==> src/rtl/alu_flag_pkg.sv <==
package alu_flag_pkg;

    localparam int FLAG_W = 4;

    typedef enum logic [1:0] {
        OPC_ADD   = 2'b00,
        OPC_SUB   = 2'b01,
        OPC_LOGIC = 2'b10,
        OPC_MOVE  = 2'b11
    } op_class_e;

    typedef struct packed {
        logic n;
        logic z;
        logic c;
        logic v;
    } flags_t;

    function automatic logic is_arith(input op_class_e op);
        return (op == OPC_ADD) || (op == OPC_SUB);
    endfunction

    function automatic logic add_ovf(input logic sa, input logic sb, input logic sr);
        return (sa == sb) && (sr != sa);
    endfunction

    function automatic logic sub_ovf(input logic sa, input logic sb, input logic sr);
        return (sa != sb) && (sr != sa);
    endfunction

endpackage

==> src/rtl/flag_nz.sv <==
module flag_nz #(
    parameter int DATA_W = 32
) (
    input  logic [DATA_W-1:0] result,
    output logic              neg,
    output logic              zero
);
    localparam int MSB = DATA_W - 1;

    always_comb begin
        neg  = result[MSB];
        zero = ~|result;
    end
endmodule

==> src/rtl/flag_cv.sv <==
module flag_cv
    import alu_flag_pkg::*;
(
    input  op_class_e op,
    input  logic      adder_cout,
    input  logic      a_sign,
    input  logic      b_sign,
    input  logic      r_sign,
    input  logic      shift_used,
    input  logic      shift_cout,
    input  logic      prev_c,
    input  logic      prev_v,
    output logic      carry,
    output logic      ovf
);
    always_comb begin
        carry = prev_c;
        ovf   = prev_v;
        unique case (op)
            OPC_ADD: begin
                carry = adder_cout;
                ovf   = add_ovf(a_sign, b_sign, r_sign);
            end
            OPC_SUB: begin
                // adder forms a + ~b + 1: carry-out is the inverted borrow
                carry = adder_cout;
                ovf   = sub_ovf(a_sign, b_sign, r_sign);
            end
            default: begin
                if (shift_used) carry = shift_cout;
            end
        endcase
    end
endmodule

==> src/rtl/flag_wctl.sv <==
module flag_wctl (
    input  logic valid,
    input  logic is_compare,
    input  logic set_flags,
    input  logic dest_pc,
    output logic flag_we,
    output logic reg_wb
);
    logic flag_req;

    always_comb begin
        flag_req = is_compare | (set_flags & ~dest_pc);
        flag_we  = valid & flag_req;
        reg_wb   = valid & ~is_compare;
    end
endmodule

==> src/rtl/alu_flag_gen.sv <==
module alu_flag_gen
    import alu_flag_pkg::*;
#(
    parameter int DATA_W = 32
) (
    input  logic              clk,
    input  logic              rst,
    input  logic              valid_i,
    input  logic [1:0]        op_class_i,
    input  logic [DATA_W-1:0] result_i,
    input  logic              adder_cout_i,
    input  logic              a_sign_i,
    input  logic              b_sign_i,
    input  logic              shift_used_i,
    input  logic              shift_cout_i,
    input  logic              set_flags_i,
    input  logic              is_compare_i,
    input  logic              dest_pc_i,
    input  logic [3:0]        prev_flags_i,
    output logic              out_valid_o,
    output logic [3:0]        flags_o,
    output logic              flag_we_o,
    output logic              reg_wb_o
);
    localparam int MSB = DATA_W - 1;

    op_class_e op;
    flags_t    prev_f;
    flags_t    next_f;
    flags_t    sel_f;
    flags_t    flags_q;
    logic      we_c;
    logic      wb_c;
    logic      valid_q;
    logic      we_q;
    logic      wb_q;

    assign op     = op_class_e'(op_class_i);
    assign prev_f = flags_t'(prev_flags_i);

    flag_nz #(.DATA_W(DATA_W)) u_nz (
        .result (result_i),
        .neg    (next_f.n),
        .zero   (next_f.z)
    );

    flag_cv u_cv (
        .op         (op),
        .adder_cout (adder_cout_i),
        .a_sign     (a_sign_i),
        .b_sign     (b_sign_i),
        .r_sign     (result_i[MSB]),
        .shift_used (shift_used_i),
        .shift_cout (shift_cout_i),
        .prev_c     (prev_f.c),
        .prev_v     (prev_f.v),
        .carry      (next_f.c),
        .ovf        (next_f.v)
    );

    flag_wctl u_wctl (
        .valid      (valid_i),
        .is_compare (is_compare_i),
        .set_flags  (set_flags_i),
        .dest_pc    (dest_pc_i),
        .flag_we    (we_c),
        .reg_wb     (wb_c)
    );

    assign sel_f = we_c ? next_f : prev_f;

    always_ff @(posedge clk) begin
        if (rst) begin
            valid_q <= 1'b0;
            we_q    <= 1'b0;
            wb_q    <= 1'b0;
            flags_q <= '0;
        end else begin
            valid_q <= valid_i;
            we_q    <= we_c;
            wb_q    <= wb_c;
            flags_q <= sel_f;
        end
    end

    assign out_valid_o = valid_q;
    assign flags_o     = flags_q;
    assign flag_we_o   = we_q;
    assign reg_wb_o    = wb_q;

    // ---------------- assertions ----------------
    logic wr_in;
    assign wr_in = valid_i && (is_compare_i || (set_flags_i && !dest_pc_i));

    p_neg_r1: assert property (@(posedge clk) disable iff (rst)
        wr_in |=> flags_o[3] == $past(result_i[MSB]));

    p_zero_r2: assert property (@(posedge clk) disable iff (rst)
        wr_in |=> flags_o[2] == ($past(result_i) == '0));

    p_add_carry_r3: assert property (@(posedge clk) disable iff (rst)
        (wr_in && op_class_i == 2'b00) |=> flags_o[1] == $past(adder_cout_i));

    p_sub_carry_r4: assert property (@(posedge clk) disable iff (rst)
        (wr_in && op_class_i == 2'b01) |=> flags_o[1] == $past(adder_cout_i));

    p_hold_carry_r5: assert property (@(posedge clk) disable iff (rst)
        (wr_in && op_class_i[1] && !shift_used_i) |=> flags_o[1] == $past(prev_flags_i[1]));

    p_no_overflow_r6: assert property (@(posedge clk) disable iff (rst)
        (wr_in && op_class_i[1]) |=> flags_o[0] == $past(prev_flags_i[0]));

    p_cmp_nowb_r7: assert property (@(posedge clk) disable iff (rst)
        (valid_i && is_compare_i) |=> flag_we_o && !reg_wb_o);

    p_nowrite_r8: assert property (@(posedge clk) disable iff (rst)
        (valid_i && !wr_in) |=> !flag_we_o && flags_o == $past(prev_flags_i));

    p_idle_r9: assert property (@(posedge clk) disable iff (rst)
        !valid_i |=> !out_valid_o && !flag_we_o && !reg_wb_o);

    p_valid_r9: assert property (@(posedge clk) disable iff (rst)
        valid_i |=> out_valid_o);

endmodule

==> config.mk <==
export PLATFORM = sky130hd
export DESIGN_NAME = alu_flag_gen
export DESIGN_NICKNAME = d
export VERILOG_FILES = /design/src/rtl/alu_flag_pkg.sv /design/src/rtl/flag_nz.sv /design/src/rtl/flag_cv.sv /design/src/rtl/flag_wctl.sv /design/src/rtl/alu_flag_gen.sv
export SDC_FILE = /design/constraint.sdc
export NUM_CORES = 1
export LEC_CHECK = 0
export BUFFER_PORTS_ARGS = -buffer_cell sky130_fd_sc_hd__buf_2
export CAP_MARGIN = 30
export CORE_MARGIN = 3
export CORE_UTILIZATION = 28
export DETAILED_ROUTE_END_ITERATION = 12
export PLACE_DENSITY = 0.83
export SLEW_MARGIN = 30
export SYNTH_ARGS = -nofsm -noshare
export SYNTH_HDL_FRONTEND = slang
export SYNTH_SLANG_ARGS = --single-unit
==> constraint.sdc <==
create_clock -name clk -period 0.9 [get_ports clk]
set_input_delay 0 -clock clk [delete_from_list [all_inputs] [get_ports clk]]
set_output_delay 0 -clock clk [all_outputs]
set_load 0.05 [all_outputs]
# After elaboration in Yosys (flattened, before gate mapping)
# Cells that the tools add are included.
[op_classes]
n_bitwise = 6
div = 0
n_mux = 4
n_lt_le_gt_ge = 0
shifts = 0
n_reduce_logical = 6
add_sub_neg = 0
n_eq_ne = 4
n_mul = 0
[ops]
columns = ["cell", "n"]
rows = [
  ["$reduce_or 32->1", 1],
  ["$mux 4", 1],
  ["$and 1x1->1", 3],
  ["$eq 2x1->1 const B", 1],
  ["$logic_and 1x1->1", 2],
  ["$logic_not 2->1", 1],
  ["$mux 1", 2],
  ["$ne 1x1->1", 2],
  ["$not 1->1", 2],
  ["$pmux 1 s2", 1],
  ["$reduce_or 2->1", 1],
  ["$eq 1x1->1", 1],
  ["$logic_not 1->1", 1],
  ["$or 1x1->1", 1],
]
[totals]
latch_bits = 0
regBits = 7
word_cells = 27
mem_count = 0
ram_bits = 0
romBits = 0
input_bits = 49
out_inout_bits = 7

# Longest topological paths before layout
[depth]
ltp_word = 5
ltp_mapped = 4
mapped_depth_nobuf = 4

# Cells and area by module
# From an unflattened synthesis, not the netlist that was laid out.
[hier_totals]
cells_unflattened = 41
hier_area_um2 = 392.9
[by_module_without_submodules]
columns = ["module", "cells_per_inst", "seq_area_each_um2", "instances", "area_per_inst_um2"]
rows = [
  ["alu_flag_gen", 19, 140.1, 1, 225.2],
  ["flag_nz", 12, 0.0, 1, 80.1],
  ["flag_cv", 7, 0.0, 1, 60.1],
  ["flag_wctl", 3, 0.0, 1, 27.5],
]

# Least setup slack after synthesis
# No wires, ideal clock.
[synth_path]
path_type = "input to register"
startpoint = "input set_flags_i"
endpoint = "register flags_q (netlist bit flags_o[3])"
t_required_ps = 786
slack_ps = 236
t_arrival_ps = 549
cell_stages = 4
path_buffers = 0
setup_ps = 114
path_cell_list = "nor2b_4 -> o21ai_1 -> mux2i_1 -> nor2_1"
[synth_between]
elab_chain_len = 4
[synth_rtl]
columns = ["element", "line_no", "rtl"]
rows = [
  ["start, declared", "alu_flag_gen.sv:16", "input logic set_flags_i,"],
  ["$and 1x1->1", "flag_wctl.sv:12", "flag_req = is_compare | (set_flags & ~dest_pc);"],
  ["$or 1x1->1", "flag_wctl.sv:12", ""],
  ["$and 1x1->1", "flag_wctl.sv:13", "flag_we = valid & flag_req;"],
  ["$mux 4", "alu_flag_gen.sv:70", "assign sel_f = we_c ? next_f : prev_f;"],
  ["end signal, assigned", "alu_flag_gen.sv:82", "flags_q <= sel_f;"],
  ["end, declared", "alu_flag_gen.sv:31", "flags_t flags_q;"],
]
# No other way between the ends.
# A chain may end at the register's enable or synchronous reset.

# Final worst setup path
[layout_path]
startpoint = "register flags_q (netlist bit flags_o[0])"
endpoint = "output flags_o[0]"
[layout_lines]
columns = ["element", "line_no", "rtl"]
rows = [
  ["end, declared", "alu_flag_gen.sv:21", "output logic [3:0] flags_o,"],
]
# No word-level cell between the ends.

==> impl_metrics.csv <==
group,metric,value,unit
status,outcome,"completed",
timing,period_share,91.4,%
route,dr.pass1.iters,4,
critical_path,path_cells,"buf_2",
global_route,met1_usage,15.6,%
route,antenna_left,0,
critical_path,cp.required,0.90,ns
clock_tree,cts_sinks,7,
clock_tree,cts_tree,"yes",
synth,yosys.area.top_type,"dfxtp_1",
power_and_ir_drop,peakVddDrop,763,uV
final_layout,drive_gt1_share,58.3,%
timing,worst_slack,0.0775,ns
route,vias,602,
synth,synth_area,389,sq um
power_and_ir_drop,seqPwrFrac,36.3,%
floorplan,rows,12,
global_route,busiest_layer,"met2",
power_and_ir_drop,sw_frac_of_total,30.9,%
synth,synth-main-ff-cell,"dfxtp_1",
synth,synth_edf_count,0,
synth,ys_seq_area_share,36.0,%
timing,timing_max_transition_violations_final,0,
final_layout,diodes,0,
flow_run,cap_violations,0,
global_route,grt_pass1_vias,624,
clock_tree,clk_path_buf_depth,2,
route,drt_iter0_drc,9,
worst_hold_path,hold_start,"valid_i",
synth,syn_area_per_cell,8.84,sq um
global_route,grt_max_degree,6,
worst_hold_path,worstHoldPathType,"in -> reg",
timing,slew_headroom,79.3,%
timing,fin_hold_ws,0.00515,ns
synth,netlist_top_cells_count,"dfxtp_1 (7), nor2_1 (7), nor4_1 (5)",
critical_path,crit_slowest_cell,"dfxtp_1",
place,globalplace.congestion,0.717,
timing,min_period,0.823,ns
synth,synth_compound_area_share,14.8,%
synth,synth_top_family_by_area,"simple AND/OR/NAND/NOR gates",
critical_path,setup.worst_path.class,"reg -> out",
synth,yosysTopAreaCellShare,36.0,%
synth,synthAdderAreaFrac,0,%
critical_path,max_stage_delay,0.31,ns
floorplan,start_util,32.4,%
clock_tree,cts_root_buffer,"clkbuf_4",
floorplan,die_h,43.3,microns
synth,async_reset_ff_share,0,%
route,wl_per_cell,12.3,microns
critical_path,crit_arrival,0.82,ns
final_layout,fin_nets,158,
timing,setup_viol,0,
critical_path,path_max_fanout,1,
timing,worst_pin_slew,0.308,ns
power_and_ir_drop,power-per-cell-area,1210,mW/mm^2
route,wl,1.51,mm
synth,synth_warnings,0,
clock_tree,clk_pin_slew,0.06,ns
critical_path,crit_start,"flags_o[0]",
synth,synth_simple_gate_area_share,42.4,%
critical_path,startpoint_type,"flop",
floorplan,io_pins,56,
global_route,grt_overflow,0,
critical_path,path_buf_inv,1,
floorplan,dieArea,0.00187,sq mm
synth,synth.net_count,93,
power_and_ir_drop,p_leak,0.395,nW
global_route,gr-usage-met2,33.6,%
clock_tree,cts-resized-gates,0,
place,io_buffers,55,
clock_tree,htreeDepth,1,
critical_path,endpoint_kind,"output port",
synth,ys_top_cells_by_area,"dfxtp_1 (36%), nor4_1 (8.0%), nor2_1 (6.8%), nand3b_1 (5.8%), nor4_4 (5.5%)",
floorplan,die_x,43.3,microns
route,drc_errors,0,
synth,synth_xor_xnor_area_share,2.25,%
synth,synth_mux_area_share,2.57,%
clock_tree,cts_made_buffers,3,
power_and_ir_drop,p_switching,0.282,mW
floorplan,core-area,0.00120,sq mm
critical_path,critPathTopFamily,"flip-flops",
route,via_per_inst,4.93,
synth,ys_types,22,
power_and_ir_drop,p_int,0.633,mW
global_route,antenna_found_initial,0,
power_and_ir_drop,comb_power_share,31.7,%
synth,synthCells,44,
final_layout,syn2layout_area_growth,94.9,%
global_route,met3_usage,6.36,%
timing,fmax,1.22,GHz
timing,finalSetupTns,0,ns
global_route,grt.total_usage,17.1,%
global_route,grt_pass1_wl,2.38,mm
timing,grt_setup_unrepaired,"false",
power_and_ir_drop,p_clk_share,32.1,%
place,dp_worst_setup_slack,0.0138,ns
timing,hold_viol,0,
synth,yosys_register_bits,7,
-- timing repair --
action,CTS,global route
hold endpoints to repair,5,0
hold buffers,5,0
buffers inserted,0,0
-- cell usage in the layout, fill, tap and decap left out --
master          n
clkbuf_4        3
nand3_1         2
o21ai_0         1
dfxtp_1         7
nand2b_1        2
a211oi_1        1
xor2_1          1
o31ai_2         1
o21a_2          1
o21ai_1         1
a311oi_1        1
clkbuf_1        1
nor2b_4         1
nor4_2          1
inv_1           2
buf_2          55
nand4_1         1
nor3_1          1
mux2i_1         1
nand2_1         1
dlygate4sd3_1   5
nor2_1          7
nor4_4          1
nand3b_1        3
nor4_1          5
a21oi_1         2
-- flip-flops by register name (all words and copies together), names as in the netlist --
signal,cells
reg_wb_o,1
out_valid_o,1
flag_we_o,1
flags_o,4
-- metal layers --
metal	up-vias	wire, microns
met5	-	0
met4	0	17
met3	4	183
met2	49	834
met1	257	470
li1	292	-
-- final timing paths --
check | end | slack [ns] | depth (start not counted)
setup / recovery | flags_o[0] | 0.08 | 1
hold / removal | out_valid_o | 0.005 | 3
-- through the flow --
stage / power (mW) / instance area (sq um) / cells / utilization, %
2_1_floorplan: 0.464 / 389 / 44 / -
3_3_place_gp: 0.601 / 682 / 113 / 56.8
3_5_place_dp: 0.609 / 682 / 113 / 56.8
4_1_cts: 0.925 / 758 / 122 / 63.1
5_1_grt: 0.972 / 758 / 122 / 63.1
6_report: 0.915 / 758 / 122 / 63.1
-- cell families (layout without fill, tap and decap cells) --
kind of cell,after synthesis,count (layout)
DFF,7,7
xor gates and xnor gates,1,1
AOI/OAI and AO/OA,8,8
buffers and inverters,2,66
and+or+nand+nor,25,25
muxes,1,1
-- layout make-up --
| cell class | instances | area (sq um) |
|---|---|---|
| inverter | 2 | 7.51 |
| tap | 14 | 17.5 |
| sequential | 7 | 140 |
| clock buffer | 4 | 26.3 |
| timing repair buffer | 60 | 325 |
| multi-input combinational | 35 | 241 |
| fill | 109 | 443 |
-- power groups by stage --
stage	registers, mW	clock network, mW	logic, mW
floorplan	0.406	0	0.0575
global placement	0.339	0	0.262
detailed placement	0.338	0	0.270
CTS	0.332	0.305	0.289
global route	0.333	0.325	0.313
finish	0.332	0.293	0.290
No activity file was read; power rests on OpenSTA's default activity.
